--- src/rtl/rrca_pkg.sv ---
package rrca_pkg;
   timeunit 1ns;
   timeprecision 1ps;

   // Two wires that a controlled-swap may exchange.
   typedef struct packed {
      logic lo;
      logic hi;
   } swap_pair_t;

   // Controlled-NOT: target XOR control. It is its own inverse.
   function automatic logic cnot(input logic ctl, input logic tgt);
      return tgt ^ ctl;
   endfunction

   // Controlled-swap: exchange lo and hi when ctl is 1. It is its own inverse.
   function automatic swap_pair_t cswap(input logic ctl, input logic lo, input logic hi);
      swap_pair_t r;
      r.lo = ctl ? hi : lo;
      r.hi = ctl ? lo : hi;
      return r;
   endfunction
endpackage

--- src/rtl/rrca_up_cell.sv ---
// Upward cell of one low bit. In add mode it is the majority stage:
// CNOT(a->b), then swap(a,carry) under the new b. In subtract mode it is
// the undo stage run backwards: CNOT(carry->sum), then the same swap.
module rrca_up_cell
   import rrca_pkg::*;
(
   input  logic mode_sub,
   input  logic opa,      // a, or copy of a
   input  logic opb,      // b, or sum
   input  logic cy_in,    // carry from the stage below
   output logic cy_out,   // majority carry to the stage above
   output logic mid_x,    // swapped partner kept for the downward cell
   output logic mid_y     // control wire kept for the downward cell
);
   timeunit 1ns;
   timeprecision 1ps;

   logic       ctl_src;
   swap_pair_t sw;

   always_comb begin
      ctl_src = mode_sub ? cy_in : opa;
      mid_y   = cnot(ctl_src, opb);
      sw      = cswap(mid_y, opa, cy_in);
      cy_out  = sw.lo;
      mid_x   = sw.hi;
   end
endmodule

--- src/rtl/rrca_down_cell.sv ---
// Downward cell of one low bit. In add mode it is the unmajority stage:
// swap(carry,partner) under the control wire, then CNOT(carry->control),
// which gives the sum. In subtract mode it is the majority stage run
// backwards: the same swap, then CNOT(a->control), which gives b.
module rrca_down_cell
   import rrca_pkg::*;
(
   input  logic mode_sub,
   input  logic mid_x,
   input  logic mid_y,
   input  logic cy_back_in,   // restored carry from the stage above
   output logic res_x,        // copy of a, or recovered a
   output logic res_y,        // sum, or difference bit
   output logic cy_back_out   // restored carry to the stage below
);
   timeunit 1ns;
   timeprecision 1ps;

   swap_pair_t sw;
   logic       ctl_src;

   always_comb begin
      sw          = cswap(mid_y, cy_back_in, mid_x);
      res_x       = sw.lo;
      cy_back_out = sw.hi;
      ctl_src     = mode_sub ? sw.lo : sw.hi;
      res_y       = cnot(ctl_src, mid_y);
   end
endmodule

--- src/rtl/rrca_top_cell.sv ---
// Top bit: two controlled-NOT gates. The pair commutes, so it reads the
// same in both directions. The a bit passes straight through and the
// carry turns back down the chain.
module rrca_top_cell
   import rrca_pkg::*;
(
   input  logic opa,
   input  logic opb,
   input  logic cy_in,
   output logic res_x,
   output logic res_y,
   output logic cy_back_out
);
   timeunit 1ns;
   timeprecision 1ps;

   always_comb begin
      res_x       = opa;
      res_y       = cnot(cy_in, cnot(opa, opb));
      cy_back_out = cy_in;
   end
endmodule

--- src/rtl/rev_ripple_adder.sv ---
module rev_ripple_adder #(
   parameter int WIDTH = 4
) (
   input  logic             mode_sub,
   input  logic [WIDTH-1:0] x_in,
   input  logic [WIDTH-1:0] y_in,
   input  logic             c_in,
   output logic [WIDTH-1:0] x_out,
   output logic [WIDTH-1:0] y_out,
   output logic             c_out
);
   timeunit 1ns;
   timeprecision 1ps;

   localparam int LOW_BITS = WIDTH - 1;
   localparam int TOP      = WIDTH - 1;

   generate
      if (WIDTH < 2) begin : g_bad_width
         $error("rev_ripple_adder: WIDTH must be at least 2");
      end
   endgenerate

   logic [WIDTH-1:0]    cy_up;    // majority chain, bit i enters stage i
   logic [WIDTH-1:0]    cy_dn;    // restoring chain, bit i leaves stage i
   logic [LOW_BITS-1:0] keep_x;
   logic [LOW_BITS-1:0] keep_y;

   assign cy_up[0] = c_in;
   assign c_out    = cy_dn[0];

   genvar g;
   generate
      for (g = 0; g < LOW_BITS; g++) begin : g_bit
         rrca_up_cell u_up (
            .mode_sub (mode_sub),
            .opa      (x_in[g]),
            .opb      (y_in[g]),
            .cy_in    (cy_up[g]),
            .cy_out   (cy_up[g+1]),
            .mid_x    (keep_x[g]),
            .mid_y    (keep_y[g])
         );
         rrca_down_cell u_dn (
            .mode_sub    (mode_sub),
            .mid_x       (keep_x[g]),
            .mid_y       (keep_y[g]),
            .cy_back_in  (cy_dn[g+1]),
            .res_x       (x_out[g]),
            .res_y       (y_out[g]),
            .cy_back_out (cy_dn[g])
         );
      end
   endgenerate

   rrca_top_cell u_top (
      .opa         (x_in[TOP]),
      .opb         (y_in[TOP]),
      .cy_in       (cy_up[TOP]),
      .res_x       (x_out[TOP]),
      .res_y       (y_out[TOP]),
      .cy_back_out (cy_dn[TOP])
   );

   // Arithmetic references, independent of the gate network.
   logic [WIDTH-1:0] ref_sum;
   logic [WIDTH-1:0] ref_diff;
   assign ref_sum  = x_in + y_in + {{(WIDTH-1){1'b0}}, c_in};
   assign ref_diff = y_in - x_in - {{(WIDTH-1){1'b0}}, c_in};

   always_comb begin
      if (!mode_sub) begin
         a_r1_fwd_sum: assert (y_out == ref_sum)
            else $error("R1: sum from gate network disagrees with arithmetic");
      end else begin
         a_r2_bwd_diff: assert (y_out == ref_diff)
            else $error("R2: difference from gate network disagrees with arithmetic");
      end
      a_r3_carry_restored: assert (c_out == c_in)
         else $error("R3: carry not restored");
      a_r4_copy_kept: assert (x_out == x_in)
         else $error("R4: copy of a corrupted");
      a_r4_top_passthru: assert (x_out[TOP] == x_in[TOP])
         else $error("R4: top bit of a not passed through");
   end
endmodule

--- config.mk ---
export PLATFORM = sky130hd
export DESIGN_NAME = rev_ripple_adder
export DESIGN_NICKNAME = d
export VERILOG_FILES = /design/src/rtl/rrca_pkg.sv /design/src/rtl/rrca_up_cell.sv /design/src/rtl/rrca_down_cell.sv /design/src/rtl/rrca_top_cell.sv /design/src/rtl/rev_ripple_adder.sv
export SDC_FILE = /design/constraint.sdc
export NUM_CORES = 1
export LEC_CHECK = 0
export BUFFER_PORTS_ARGS = -buffer_cell sky130_fd_sc_hd__buf_2
export CELL_PAD_IN_SITES_DETAIL_PLACEMENT = 1
export CELL_PAD_IN_SITES_GLOBAL_PLACEMENT = 1
export CORE_AREA = 3 3 40 42
export DETAILED_ROUTE_END_ITERATION = 12
export DIE_AREA = 0 0 43 45
export PLACE_DENSITY_LB_ADDON = 0.1
export RECOVER_POWER = 25
export SYNTH_ARGS = -nofsm -noshare
export SYNTH_HDL_FRONTEND = slang
export SYNTH_SLANG_ARGS = --single-unit
--- constraint.sdc ---
create_clock -name vclk -period 1.4
set_clock_uncertainty 0.2 [all_clocks]
set_input_delay 0.14 -clock vclk [all_inputs]
set_output_delay 0.14 -clock vclk [all_outputs]
set_load 0.02 [all_outputs]
==> key figures, run 1 <==
Drt
  – First-pass DRT Iterations: 4
  – Vias/cell: 3.790
  – Iter 0 DRT Violations: 2
  – Drc violations: 0
  – Vias post-DR: 235
  – Drt total wl: 558 microns
  – Wire per inst: 9.000 microns
  – Antenna Nets Post-Route: 0

Run status
  – Status: finished, violations left
  – Failing checks: negative setup slack

Timing
  – Pins Over Slew Limit: 0
  – Tightest Pin Transition: 259.3 ps
  – Final Hold Viols: 0
  – Endpoints failing setup: 2
  – Slew margin rel.: 0.8259
  – Tmin final: 1599 ps
  – Final worst path period share: 1.142
  – Fmax: 625.5 MHz
  – Worst setup margin: -198.8 ps
  – RSZ-0062 raised after global routing: true
  – Hold_ws: 351.0 ps

Setup path
  – CP arrival: 1260 ps
  – CP startpoint kind: input port
  – CP Capture Type: output port
  – CP Class: in -> out
  – Critical path data required time: 1060 ps
  – Critical Path Fanout Max: 4

Floorplan
  – Die area: 1935 sq um
  – Initial core utilization: 0.1977
  – Die span in y: 45 microns
  – Cell Rows: 13
  – Horiz. Die Dim: 43 microns
  – IO Count: 19
  – Core region area: 1285 sq um

Cells and area
  – Util after Layout: 0.3135
  – Nets: 59
  – Share of layout cells above drive strength 1: 0.7021
  – Inserted Diodes: 0
  – P&R area growth vs syn: 58.62%
  – Fin area: 402.9 sq um
  – Layout fillers: 161
  – Register area: 0 sq um
  – Number of clock buffers in the layout: 0
  – Non-Filler Instances: 62
  – Sequential cell count: 0

Job
  – Maxcap violations: 0

Synthesis
  – Netlist cell types: 14
  – Top-count cell post-synth: xnor2_1
  – Synthesized area: 254.0 sq um
  – Cell taking the most area after synthesis: xnor2_1
  – Syn_nets: 44
  – Yosys warnings: 0
  – Top cell type's share of synthesized area: 0.3103
  – Share of the yosys chip area belonging to registers: 0
  – Synth top cells by count: 9 x xnor2_1, 8 x buf_4, 4 x clkbuf_1, 2 x maj3_2, 2 x nor2_1
  – Gate Count Post-Synth: 34
  – Syn Area/Cell: 7.470 sq um
  – Synth top area cells: xnor2_1 31%, buf_4 24%, maj3_2 8.9%

Pwr
  – Maximum vdd drop: 0.0001264 V
  – Final total power: 0.2157 mW
  – Pwr Density: 535.4 nW/um^2
  – Leakage power: 0.1950 nW

Placed design
  – Port bufs: 19
  – RePlAce Congestion: 0.6803
  – Placed Instances: 61
  – Placed cell area: 337.8 sq um

Global routing
  – Grt total ovfl: 0
  – First-pass GRT wire length: 876 microns
  – Initial antenna violation count: 0
  – Largest net degree at the start of global routing: 6
  – GRT Total Usage: 0.05477
  – Vias in the first global route: 210

Min path
  – Min-Delay Path Class: in -> out

Clock network
  – CTS Hold Bufs: 0
## final cells by class
type / instances / area [sq um] / share of cell area
well taps: 15 / 18.77 / 0.04658
repair buffers: 25 / 170.2 / 0.4224
multi-input cells: 21 / 210.2 / 0.5217
inverters: 1 / 3.754 / 0.009317
## metal layers
metal / GRT usage / routed length, microns
met1: 0.07637 / 233
met2: 0.09880 / 255
met3: 0.003984 / 69
met4: 0 / 0
met5: 0 / 0
## metrics by stage
stage                     setup TNS (ps)  worst slack, ps
final                             -297.0           -198.8
after global routing              -420.9           -272.9
after CTS                         -310.1           -202.8
after detailed placement          -418.7           -258.2
after global placement            -369.0           -232.9
after floorplan                   -49.72           -49.72
## repair_timing
item,CTS,global route
resized for setup,13,1
pin swaps,7,0
buffers inserted,1,0
setup endpoints to repair,2,2
## critical path: stages
cell	delay, ps
buf_8	100
xnor2_2	140
maj3_2	200
o21ai_2	60
maj3_2	330
xnor2_2	130
buf_4	160
## path summary, 6_finish.rpt
check	start	end	slack [ps]	depth (start not counted)
setup / recovery	y_in[1]	y_out[3]	-200	7
hold / removal	x_in[3]	x_out[3]	350	2
## logic make-up after synthesis
group           synth area share
compound gates            0.1281
xor+xnor                  0.3449
fa+ha+maj                0.08866
buf+inv                   0.3103
simple gates              0.1281
## report_power, final
part / switching (mW) / internal [mW]
combinational: 0.102 / 0.114
sequential: 0 / 0
clock: 0 / 0
total: 0.102 / 0.114
## cell usage in the layout (no fill, tap or decap), types with 2 or more instances in the layout
master	Yosys	routed
buf_4	8	8
xnor2_2	0	3
buf_2	0	13
nor2_1	2	2
buf_8	0	2
nand2b_4	0	2
xnor2_1	9	6
maj3_2	2	2
(Power assumes the default switching activity.)
==> run 2, diff against run 1 <==
- SYNTH_HIERARCHICAL: unset -> 1
==> key figures, run 2 <==
Run status
  – Status: finished, violations left
  – Failing checks: negative setup slack

Synthesis
  – Syn Area/Cell: 7.952 sq um (+6.4%)
  – Synthesized area: 357.8 sq um (+41%)
  – Gate Count Post-Synth: 45 (+32%)
  – Synth top area cells: xnor2_1 15%, mux2_4 13%, maj3_2 9.4%
  – Complex-gate fraction of the synthesized area: 0.1888 (+0.06073)
  – Multiplexer share of the synthesized area: 0.2098 (+0.2098)
  – Post-Synth Simple-Gate Area: 0.06294 (-0.06514)
  – Yosys warnings: 6 (+6)
  – Share of the yosys chip area belonging to registers: 0 (unchanged)
  – Syn_nets: 55 (+25%)
  – Netlist cell types: 13 (-1)
  – Largest family of logic cells by synthesized area: XOR/XNOR gates
  – XOR/XNOR Fraction of Synth Area: 0.2867 (-0.05811)
  – Adder-cell share of the synthesized area: 0.1783 (+0.08965)
  – Top cell type's share of synthesized area: 0.1469 (-0.1635)
  – Synth top cells by count: 6 x nand2_1, 6 x o21ai_0, 6 x xnor2_1
  – Cell taking the most area after synthesis: xnor2_1

Placed design
  – RePlAce Congestion: 0.6941 (+2.0%)
  – Port bufs: 19 (unchanged)
  – Placed cell area: 593.1 sq um (+76%)
  – Dpl hpwl: 879.2 microns

Cells and area
  – Fin area: 653.1 sq um (+62%)
  – Inserted Diodes: 0 (unchanged)
  – Sequential cell count: 0 (unchanged)
  – Nets: 90 (+53%)
  – Share of layout cells above drive strength 1: 0.6282 (-0.07392)
  – P&R area growth vs syn: 82.52%
  – Leading cell type in the layout, fill and taps excluded: buf_4
  – Register area: 0 sq um (unchanged)
  – Number of clock buffers in the layout: 0 (unchanged)
  – Most frequent cells in the layout: 18 x buf_4, 9 x buf_2, 7 x buf_6

Floorplan
  – Horiz. Die Dim: 43 microns (unchanged)
  – Die area: 1935 sq um (unchanged)
  – IO Count: 19 (unchanged)
  – Die span in y: 45 microns (unchanged)
  – Cell Rows: 13 (unchanged)
  – Core region area: 1285 sq um (unchanged)
  – Initial core utilization: 0.2785 (+0.08082)

Setup path
  – Max stage delay on crit path: 330 ps (about the same)
  – WP buf/inv: 2 (unchanged)
  – CP max-delay cell: maj3_2
  – CP top delay family: multiplexers
  – CP Capture Type: output port
  – CP startpoint kind: input port
  – Critical path data required time: 1060 ps (about the same)
  – Critical Path Fanout Max: 4 (unchanged)
  – Most used cell, CP: mux2_4
  – CP Class: in -> out
  – Critical Path Source: y_in[0]
  – CP arrival: 2400 ps (+1140 ps)
  – Worst path cell trace: buf_6 > xor2_1 > maj3_2 > maj3_2 > mux2i_1 > xnor2_1 > mux2_4 > mux2_4 > mux2_4 > buf_6

Min path
  – Origin of the worst min-delay path: x_in[3]
  – WHS Endpoint: x_out[3]
  – Hold Crit Depth: 2 (unchanged)
  – Min-Delay Path Class: in -> out

Global routing
  – Largest net degree at the start of global routing: 15 (+9)
  – Initial antenna violation count: 0 (unchanged)
  – First-pass GRT wire length: 1635 microns (+87%)
  – Vias in the first global route: 400 (+90%)
  – Grt total ovfl: 0 (unchanged)
  – GRT Total Usage: 0.1029 (+0.04813)

Drt
  – Vias/cell: 4.634 (+22%)
  – Antenna Nets Post-Route: 0 (unchanged)
  – First-pass DRT Iterations: 2 (-2)
  – Iter 0 DRT Violations: 1 (-1)
  – Drt total wl: 981 microns (+76%)
  – Vias post-DR: 431 (+83%)
  – Drc violations: 0 (unchanged)
  – Wire per inst: 10.55 microns (+17%)

Timing
  – Tmin final: 2742 ps (+1143 ps)
  – RSZ-0062 raised after global routing: true
  – Endpoints failing setup: 8 (+6)
  – Tightest Pin Transition: 378.7 ps (+119.4 ps)
  – Setup TNS: -8568 ps (-8271 ps)
  – Final Hold Viols: 0 (unchanged)
  – Final worst path period share: 1.959 (+0.8166)
  – Worst setup margin: -1342 ps (-1143 ps)
  – Fmax: 364.7 MHz (-42%)
  – Slew margin rel.: 0.7457 (-0.08018)
  – Pins Over Slew Limit: 0 (unchanged)
  – Hold_ws: 343.2 ps (-7.791 ps)

Job
  – Maxcap violations: 0 (unchanged)

Pwr
  – Pwr Density: 835.6 nW/um^2 (+56%)
  – Leakage power: 0.3170 nW (+63%)
  – Maximum vdd drop: 0.0004752 V (+280%)

Clock network
  – CTS Hold Bufs: 0 (unchanged)
[run 2: cell count changes after synthesis, moves of 4 or more]
cell	before	now
o21ai_0	0	6
nand2_1	1	6
clkbuf_1	4	0
buf_4	8	2
[run 2: how the worst max path moves through the flow]
stage	endpoint	slack (ps)	cells past startpoint
detailed placement	c_out	-1400	10
global route	c_out	-1450	10
CTS	c_out	-1360	10
finish	c_out	-1340	10
global placement	c_out	-1350	10
floorplan	c_out	-1140	8
[run 2: layout make-up]
type,count,area (sq um)
Tap cell,15,18.77
Multi-Input combinational cell,40,357.8
Inverter,3,13.76
Fill cell,162,631.9
Timing Repair Buffer,35,262.8
[run 2: power breakdown]
group          switching [mW]  internal (mW)
Sequential                  0              0
Clock                       0              0
Combinational           0.259          0.287
Total                   0.259          0.287
[run 2: per-stage QoR]
stage,std cells,util,total power [mW],setup slack [ps]
2_1_floorplan,45,-,0.3080,-1142
3_3_place_gp,92,0.4615,0.4686,-1347
3_5_place_dp,92,0.4615,0.4736,-1398
4_1_cts,92,0.4995,0.5384,-1357
5_1_grt,93,0.5083,0.5926,-1451
6_report,93,0.5083,0.5457,-1342
[run 2: cells by family after synthesis]
logic type | after synthesis
fa+ha+maj | 6
simple gates | 6
xor+xnor | 10
compound gates | 12
buf+inv | 5
mux | 6
[run 2: what timing repair did]
action / in CTS / in global routing
pin swaps: 6 / 4
endpoints found under the setup margin: 8 / 8
endpoints found under the hold margin: 0 / 0
setup buffers: 1 / 1
cloned: 0 / 0
resized for setup: 16 / 3
[run 2: layer usage]
layer  up-vias  share of wire  wire length (microns)  global-route usage
met5         -              0                      0                   0
met1       193           0.45                    437              0.1408
met3         0          0.027                     26                   0
met4         0              0                      0                   0
li1        229              -                      -                   -
met2         9           0.53                    516              0.1946
